### config.mk
export PLATFORM = sky130hd
export DESIGN_NAME = pgstk_ctrl
export DESIGN_NICKNAME = d
export VERILOG_FILES = /design/src/rtl/pgstk_pkg.sv /design/src/rtl/pgstk_stack.sv /design/src/rtl/pgstk_regs.sv /design/src/rtl/pgstk_ctrl.sv
export SDC_FILE = /design/constraint.sdc
export NUM_CORES = 1
export LEC_CHECK = 0
export BUFFER_PORTS_ARGS = -buffer_cell sky130_fd_sc_hd__buf_4
export CORE_ASPECT_RATIO = 2
export CORE_MARGIN = 2
export CORE_UTILIZATION = 55
export CTS_CLUSTER_SIZE = 10
export DETAILED_ROUTE_END_ITERATION = 8
export GPL_ROUTABILITY_DRIVEN = 0
export PLACE_DENSITY = 0.77
export SLEW_MARGIN = 5
export SYNTH_ARGS = -nofsm -noshare
export SYNTH_HDL_FRONTEND = slang
export SYNTH_SLANG_ARGS = --single-unit
### constraint.sdc
create_clock -name clk -period 2.2 [get_ports clk]
set_input_delay 0.22 -clock clk [delete_from_list [all_inputs] [get_ports clk]]
set_output_delay 0.22 -clock clk [all_outputs]
set_load 0.05 [all_outputs]
### src/rtl/pgstk_pkg.sv
package pgstk_pkg;
  typedef enum logic [1:0] {
    ACT_NONE   = 2'd0,
    ACT_BRANCH = 2'd1,
    ACT_CALL   = 2'd2,
    ACT_RET    = 2'd3
  } flow_act_e;
endpackage

### src/rtl/pgstk_stack.sv
module pgstk_stack #(
  parameter int W     = 12,
  parameter int DEPTH = 3
) (
  input  logic             clk,
  input  logic             rst_n,
  input  logic             push,
  input  logic             pop,
  input  logic [W-1:0]     din,
  output logic [W-1:0]     dout,
  output logic [DEPTH-1:0] live
);
  logic [W-1:0]     lvl_q [DEPTH];
  logic [W-1:0]     lvl_d [DEPTH];
  logic [DEPTH-1:0] live_q, live_d;
  logic             en;

  assign en = push | pop;

  // Shift register of levels: level 0 is the newest entry.
  for (genvar i = 0; i < DEPTH; i++) begin : g_lvl
    always_comb begin
      lvl_d[i] = lvl_q[i];
      if (push) begin
        if (i == 0) lvl_d[i] = din;
        else        lvl_d[i] = lvl_q[(i == 0) ? 0 : i-1];
      end else if (pop) begin
        if (i == DEPTH-1) lvl_d[i] = '0;
        else              lvl_d[i] = lvl_q[(i == DEPTH-1) ? i : i+1];
      end
    end

    always_ff @(posedge clk or negedge rst_n) begin
      if (!rst_n)  lvl_q[i] <= '0;
      else if (en) lvl_q[i] <= lvl_d[i];
    end
  end

  always_comb begin
    live_d = live_q;
    if (push)     live_d = {live_q[DEPTH-2:0], 1'b1};
    else if (pop) live_d = live_q >> 1;
  end

  always_ff @(posedge clk or negedge rst_n) begin
    if (!rst_n)  live_q <= '0;
    else if (en) live_q <= live_d;
  end

  assign dout = lvl_q[0];
  assign live = live_q;
endmodule

### src/rtl/pgstk_regs.sv
module pgstk_regs #(
  parameter int PC_W   = 6,
  parameter int PAGE_W = 4,
  parameter int CHAP_W = 2
) (
  input  logic              clk,
  input  logic              rst_n,
  input  logic              jump_take,
  input  logic              call_skip,
  input  logic              ret_take,
  input  logic [PC_W-1:0]   jump_pc,
  input  logic [PC_W-1:0]   pop_pc,
  input  logic [PAGE_W-1:0] pop_page,
  input  logic [CHAP_W-1:0] pop_chap,
  input  logic              pc_ld,
  input  logic [PC_W-1:0]   pc_ld_val,
  input  logic              pbuf_ld,
  input  logic [PAGE_W-1:0] pbuf_ld_val,
  input  logic              cbuf_ld,
  input  logic [CHAP_W-1:0] cbuf_ld_val,
  output logic [PC_W-1:0]   pc,
  output logic [PAGE_W-1:0] page,
  output logic [PAGE_W-1:0] pbuf,
  output logic [CHAP_W-1:0] chap,
  output logic [CHAP_W-1:0] cbuf
);
  logic [PC_W-1:0]   pc_q, pc_d;
  logic [PAGE_W-1:0] page_q, page_d, pbuf_q, pbuf_d;
  logic [CHAP_W-1:0] chap_q, chap_d, cbuf_q, cbuf_d;
  logic              upd;

  assign upd = jump_take | call_skip | ret_take | pc_ld | pbuf_ld | cbuf_ld;

  always_comb begin
    pc_d   = pc_q;
    page_d = page_q;
    chap_d = chap_q;
    pbuf_d = pbuf_q;
    cbuf_d = cbuf_q;
    if (pc_ld)   pc_d   = pc_ld_val;
    if (pbuf_ld) pbuf_d = pbuf_ld_val;
    if (cbuf_ld) cbuf_d = cbuf_ld_val;
    if (jump_take) begin
      pc_d   = jump_pc;
      page_d = pbuf_q;
      chap_d = cbuf_q;
    end
    if (call_skip) begin
      pbuf_d = page_q;
      cbuf_d = chap_q;
    end
    if (ret_take) begin
      pc_d   = pop_pc;
      page_d = pop_page;
      pbuf_d = pop_page;
      chap_d = pop_chap;
      cbuf_d = pop_chap;
    end
  end

  always_ff @(posedge clk or negedge rst_n) begin
    if (!rst_n) begin
      pc_q   <= '0;
      page_q <= '1;
      pbuf_q <= '1;
      chap_q <= '0;
      cbuf_q <= '0;
    end else if (upd) begin
      pc_q   <= pc_d;
      page_q <= page_d;
      pbuf_q <= pbuf_d;
      chap_q <= chap_d;
      cbuf_q <= cbuf_d;
    end
  end

  assign pc   = pc_q;
  assign page = page_q;
  assign pbuf = pbuf_q;
  assign chap = chap_q;
  assign cbuf = cbuf_q;
endmodule

### src/rtl/pgstk_ctrl.sv
module pgstk_ctrl #(
  parameter int PC_W   = 6,
  parameter int PAGE_W = 4,
  parameter int CHAP_W = 2,
  parameter int OP_W   = 8,
  parameter int DEPTH  = 3,
  localparam int ADDR_W = CHAP_W + PAGE_W + PC_W
) (
  input  logic              clk,
  input  logic              rst_n,
  input  logic              br_req,
  input  logic              call_req,
  input  logic              ret_req,
  input  logic              status_in,
  input  logic [OP_W-1:0]   opcode,
  input  logic              pc_ld,
  input  logic [PC_W-1:0]   pc_ld_val,
  input  logic              pbuf_ld,
  input  logic [PAGE_W-1:0] pbuf_ld_val,
  input  logic              cbuf_ld,
  input  logic [CHAP_W-1:0] cbuf_ld_val,
  output logic [ADDR_W-1:0] rom_addr
);
  import pgstk_pkg::*;

  logic [1:0]        rst_sync;
  logic              core_rst_n;
  flow_act_e         act;
  logic              br_take, call_take, call_skip, ret_take;
  logic [PC_W-1:0]   pc;
  logic [PAGE_W-1:0] page, pbuf;
  logic [CHAP_W-1:0] chap, cbuf;
  logic [ADDR_W-1:0] top_entry;
  logic [DEPTH-1:0]  live;

  // Reset asserts at once and is released two edges later.
  always_ff @(posedge clk or negedge rst_n) begin
    if (!rst_n) rst_sync <= '0;
    else        rst_sync <= {rst_sync[0], 1'b1};
  end
  assign core_rst_n = rst_sync[1];

  // Fixed priority among strobes: branch, then call, then return.
  always_comb begin
    if (br_req)        act = ACT_BRANCH;
    else if (call_req) act = ACT_CALL;
    else if (ret_req)  act = ACT_RET;
    else               act = ACT_NONE;
  end

  assign br_take   = (act == ACT_BRANCH) &&  status_in;
  assign call_take = (act == ACT_CALL)   &&  status_in;
  assign call_skip = (act == ACT_CALL)   && !status_in;
  assign ret_take  = (act == ACT_RET)    &&  live[0];

  pgstk_stack #(.W(ADDR_W), .DEPTH(DEPTH)) u_stack (
    .clk   (clk),
    .rst_n (core_rst_n),
    .push  (call_take),
    .pop   (ret_take),
    .din   ({chap, page, pc}),
    .dout  (top_entry),
    .live  (live)
  );

  pgstk_regs #(.PC_W(PC_W), .PAGE_W(PAGE_W), .CHAP_W(CHAP_W)) u_regs (
    .clk         (clk),
    .rst_n       (core_rst_n),
    .jump_take   (br_take | call_take),
    .call_skip   (call_skip),
    .ret_take    (ret_take),
    .jump_pc     (opcode[PC_W-1:0]),
    .pop_pc      (top_entry[PC_W-1:0]),
    .pop_page    (top_entry[PC_W +: PAGE_W]),
    .pop_chap    (top_entry[PC_W+PAGE_W +: CHAP_W]),
    .pc_ld       (pc_ld),
    .pc_ld_val   (pc_ld_val),
    .pbuf_ld     (pbuf_ld),
    .pbuf_ld_val (pbuf_ld_val),
    .cbuf_ld     (cbuf_ld),
    .cbuf_ld_val (cbuf_ld_val),
    .pc          (pc),
    .page        (page),
    .pbuf        (pbuf),
    .chap        (chap),
    .cbuf        (cbuf)
  );

  assign rom_addr = {chap, page, pc};
endmodule

# After elaboration in Yosys (flattened, before gate mapping)
# Index checks and enable logic that the tools add are counted.
word_totals:
  regBits: 59
  inputBits: 29
  out_inout_bits: 12
  elab_cells: 59
classes:
  n_eq_ne: 3
  n_mux: 24
  bitwise_logic: 7
  n_reduce_logical: 15
ops:
  columns: ["op", "count"]
  rows:
  - ["$mux 12", 6]
  - ["$mux 4", 5]
  - ["$mux 6", 3]
  - ["$mux 2", 8]
  - ["$reduce_and 2->1", 5]
  - ["$reduce_bool 3->1", 3]
  - ["$or 1x1->1", 7]
  - ["$mux 3", 2]
  - ["$eq 2x2->1 const B", 2]
  - ["$logic_and 1x1->1", 4]
  - ["$reduce_bool 2->1", 2]
  - ["$eq 2x1->1 const B", 1]
  - ["$logic_not 1->1", 1]

# Depth between registers and ports, before layout
depth:
  ltp_word: 12
  depth_mapped: 6
  ltp_nobuf: 3

# Hierarchy
# Synthesis repeated with hierarchy kept, for this count alone.
unflattened:
  hier_cells: 274
  area_unflattened_um2: 2907.8
modules_own_cells:
  columns: ["module", "n_inst", "cells_each", "area_each_um2", "seq_area_each_um2"]
  rows:
  - ["pgstk_stack", 1, 179, 1879.3, 975.9]
  - ["pgstk_regs", 1, 88, 937.1, 460.4]
  - ["pgstk_ctrl", 1, 7, 91.3, 50.0]

# Worst setup path before layout
# OpenSTA, ideal clock, no wires.
synth_path:
  path_type: "input-to-reg"
  from: "input br_req"
  to: "register u_regs.pbuf_q[2] (netlist: u_regs.pbuf[2])"
  setup_time_ns: 0.089
  arrival_ns: 1.147
  setup_slack_ns: 0.965
  path_stages: 5
  n_path_buf: 2
  path_cell_list: "buf_6 -> buf_6 -> or4b_1 -> o311ai_0 -> a2bb2oi_1"
synth_between:
  elab_chain_cells: 10
  word_cells_on_any_way: 18
  cone_classes: "eq/ne (3); mux (3); bitwise (6); reduce/logical (6)"
synth_rtl:
  columns: ["item", "line_no", "source"]
  rows:
  - ["start: declaration", "pgstk_ctrl.sv:11", "input logic br_req,"]
  - ["$mux 2 (*)", "pgstk_ctrl.sv:45", "if (br_req) act = ACT_BRANCH;"]
  - ["$eq 2x1->1 / $eq 2x2->1 (equally long branches)", "pgstk_ctrl.sv:51, pgstk_ctrl.sv:52, pgstk_ctrl.sv:53", null]
  - ["$logic_and 1x1->1 (on tied branches)", "pgstk_ctrl.sv:51, pgstk_ctrl.sv:52", null]
  - ["$or 1x1->1", "pgstk_ctrl.sv:69", ".jump_take (br_take | call_take),"]
  - ["$or 1x1->1 (5 in a row)", "pgstk_regs.sv:32", "assign upd = jump_take | call_skip | ret_take | pc_ld | pbuf_ld | cbuf_ld;"]
  - ["$reduce_and 2->1 (no source line)", null, null]
  - ["end signal: assignment", "pgstk_regs.sv:71", "pbuf_q <= pbuf_d;"]
  - ["end: declaration", "pgstk_regs.sv:28", "logic [PAGE_W-1:0] page_q, page_d, pbuf_q, pbuf_d;"]
# Mark *: on every way between the ends. The rest lies on a longest branch, timed or not.
# A chain may end at the register's enable or synchronous reset.

# Worst setup path in the final report
layout_path:
  from: "register u_stack.live_q[0] (netlist: u_stack.live[0])"
  to: "register u_stack.lvl_q[5] (netlist bit)"
layout_between:
  elab_chain_cells: 3
  word_cells_on_any_way: 4
  cone_classes: "bitwise (1); reduce/logical (3)"
layout_rtl:
  columns: ["item", "line_no", "source"]
  rows:
  - ["start: declaration", "pgstk_stack.sv:15", "logic [DEPTH-1:0] live_q, live_d;"]
  - ["start signal: assignment", "pgstk_stack.sv:47", "else if (en) live_q <= live_d;"]
  - ["$logic_and 1x1->1 (*)", "pgstk_ctrl.sv:54", "assign ret_take = (act == ACT_RET) && live[0];"]
  - ["$reduce_bool 2->1 (no source line) / $or 1x1->1 (equally long branches)", null, null]
  - ["$reduce_and 2->1 (no source line) (*)", null, null]
  - ["end signal: indexed assignment", "pgstk_stack.sv:35", "else if (en) lvl_q[i] <= lvl_d[i];"]
  - ["end: declaration", "pgstk_stack.sv:13", "logic [W-1:0] lvl_q [DEPTH];"]
# Marks and branches as above.

==> results.toml <==
[cts]
clk_pin_slew_worst_paths_ps = 70
clockBufferDepth = 2
root_buffer = "clkbuf_8"
htree_num_levels = 3
post_cts_resized = 0
cts_tree = "yes"
clock_sink_count = 59
clock_latency_ps = 340
cts_buffers = 9

[synth]
netlist.area_leader.share_pct = 46.1
syn-num-nets = 298
synth_ff_type = "dfrtp_1"
synth-seq-cells = 59
post-synth-top-area-cell = "dfrtp_1"
syn_area_um2 = 2770
yosysSeqAreaShare_pct = 53.7
syn_area_per_cell_um2 = 10.3
async_flop_share_pct = 100
syn_inst = 269
synth_edf_count = 0
ys_warn_count = 0
synth.distinct_cells = 33
synthTopCellsByArea = "dfrtp_1 46%, dfstp_2 7.6%, nand2_1 7.6%, a31oi_1 5.4%, a22o_1 4.1%"

[cells_and_area]
fin_area_um2 = 3230
multi_input_area_um2 = 1130
layout-drive-gt1-share_pct = 24.5
final_net_count = 334
area_growth_pct = 16.9
regArea_um2 = 1490
diodes = 0
fillCellCount = 409

[worst_setup_path]
crit_type = "flip-flop to flip-flop"
arrival_ps = 1860
cp_max_fo = 23
required_ps = 2470
regToRegSetupSlack_ps = 610
cp-start-kind = "flip-flop"
worstSetupEndpointType = "flip-flop"

[power]
combPwrFrac_pct = 23.1
switching_share_pct = 32.6
power.share.sequential_pct = 49.6
ir_drop_uv = 725
power.density_nw_per_um2 = 988
p_int_uw = 2150
p_sw_uw = 1040
p_clk_share_pct = 27.3
power.leakage_uw = 0.00151

[timing]
hold_viol = 0
period_share_pct = 72.2
rsz0062_at_grt = "no"
tightest_slew_ps = 649
fin_setup_tns_ps = 0
setup_viol = 0
finalMaxSlewViolations = 0
setup_slack_ps = 612
holdWs_ps = 182
clock_skew_ps = 9.47
relSlewSlack_pct = 56.7
fin_crit_ps = 1590
timing.fmax_mhz = 630

[placed_design]
portBuffers = 38
dpl_worst_slack_ps = 591
place_hpwl_mm = 3.99
place_area_um2 = 3040

[global_routing]
use_met1_pct = 31.2
antenna_found_initial = 0
grt_max_degree = 50
gr-usage-met3_pct = 6.32
met2_usage_pct = 35.9
busiest_layer = "met2"
overflow = 0
grt_use_total_pct = 23.8
grt_pass1_wl_mm = 9.85
grt_pass1_vias = 2090

[floorplanning]
start_util_pct = 56.9
num_io_pins = 41
die-area_um2 = 5650
rows = 36
core_area_um2 = 4860
die_w_um = 54.2
dieHeight_um = 104

[status]
status = "completed"

[route]
firstDrtPassIters = 4
drc = 0
vias = 2191
post_drt_wl_per_cell_um = 16.2
wl_mm = 5.94
vias_per_cell = 5.97
drt_iter0_drc = 62
ant_nets = 0

[hold_path]
hold_path_class = "input pin to flip-flop"

[run]
maxCapViolations = 0
## per-stage QoR
stage / std cells / utilization [%] / total power, µW
floorplan: 269 / - / 2100
global placement: 350 / 62.6 / 2310
detailed placement: 350 / 62.6 / 2340
CTS: 367 / 66.5 / 3230
global route: 367 / 66.5 / 3390
finish: 367 / 66.5 / 3200
## cell usage after synthesis (5+ instances only)
library cell	n
nand2_1	56
dfrtp_1	51
nor2_1	30
a31oi_1	24
a22o_1	13
clkbuf_1	8
dfstp_2	8
mux2i_1	8
buf_2	7
a311oi_1	6
buf_6	6
o211a_1	6
o21ai_1	6
o2bb2ai_1	6
o21ai_0	5
## area by class of cell
| class | count | share of cell area (%) |
|---|---|---|
| Timing Repair Buffer | 47 | 11.0 |
| Inverter | 2 | 0.232 |
| Multi-Input combinational cell | 186 | 35.0 |
| Tap cell | 57 | 2.21 |
| Clock inverter | 4 | 0.774 |
| Clock buffer | 12 | 4.80 |
| Sequential cell | 59 | 46.0 |
## final timing paths
kind	startpoint	endpoint	depth (start not counted)
setup / recovery	u_stack.live[0]	u_stack.lvl_q[5]	3
hold / removal	pc_ld_val[4]	u_regs.pc[4]	3
setup reg to reg	u_stack.live[0]	u_stack.lvl_q[5]	3
hold reg to reg	rst_sync[1]	u_stack.dout[10]	0
max in group asynchronous	rst_sync[1]	u_regs.pbuf[2]	1
min in group asynchronous	rst_n	rst_sync[1]	2
## cell usage in the layout, fill, tap and decap left out, types with 2 or more instances in the layout
| cell type | Yosys | routed |
|---|---|---|
| a22o_1 | 13 | 13 |
| a2bb2oi_1 | 4 | 4 |
| a311oi_1 | 6 | 6 |
| a31oi_1 | 24 | 24 |
| buf_4 | 1 | 46 |
| clkbuf_8 | 0 | 11 |
| clkinv_2 | 0 | 2 |
| clkinvlp_4 | 0 | 2 |
| dfrtp_1 | 51 | 50 |
| dfstp_2 | 8 | 8 |
| inv_1 | 2 | 2 |
| mux2_2 | 2 | 2 |
| mux2i_1 | 8 | 8 |
| nand2_1 | 56 | 56 |
| nor2_1 | 30 | 30 |
| o211a_1 | 6 | 6 |
| o21ai_0 | 5 | 5 |
| o21ai_1 | 6 | 6 |
| o2bb2ai_1 | 6 | 6 |
| o311ai_0 | 4 | 4 |
| or4b_1 | 4 | 4 |
## flip-flops by register name, indices dropped and copies added, names as in the netlist
register       cells
u_regs.pbuf        4
u_regs.chap        2
u_regs.page        4
u_stack.lvl_q     24
u_regs.cbuf        2
u_stack.live       3
rst_sync           2
u_stack.dout      12
u_regs.pc          6
## cell families (layout without fill, tap and decap cells)
logic type	count (synthesis)	after routing	synth area share [%]
AO/OA/AOI/OAI	76	76	20.6
buffers and inverters	24	65	5.34
flip-flops	59	59	53.7
multiplexers	10	10	3.71
other	1	1	0.136
AND/OR/NAND/NOR	99	99	16.5
## critical path, cell delays in order, from the launching register on
cell	delay, ps
dfrtp_1	420
and4bb_4	330
nor2_2	540
a22o_1	230
## power by group through the flow
| stage | Sequential [µW] | Clock, µW | Combinational (µW) |
|---|---|---|---|
| 5_1_grt | 1630 | 955 | 812 |
| 6_report | 1590 | 874 | 737 |
| 3_3_place_gp | 1590 | 0 | 719 |
| 2_1_floorplan | 1740 | 0 | 367 |
| 4_1_cts | 1580 | 902 | 745 |
| 3_5_place_dp | 1600 | 0 | 738 |
## metal layers
| layer | part of all wire [%] | routed length (µm) | vias up |
|---|---|---|---|
| met1 | 44 | 2600 | 1097 |
| met3 | 3.4 | 203 | 10 |
| met4 | 2.1 | 123 | 0 |
| met2 | 51 | 3010 | 41 |
| li1 | - | - | 1043 |
| met5 | 0 | 0 | - |
## repair_timing
item                                   in CTS  in global routing
hold buffers                                1                  0
endpoints found under the hold margin       2                  0
buffers inserted                            0                  0
(Power assumes the default switching activity.)
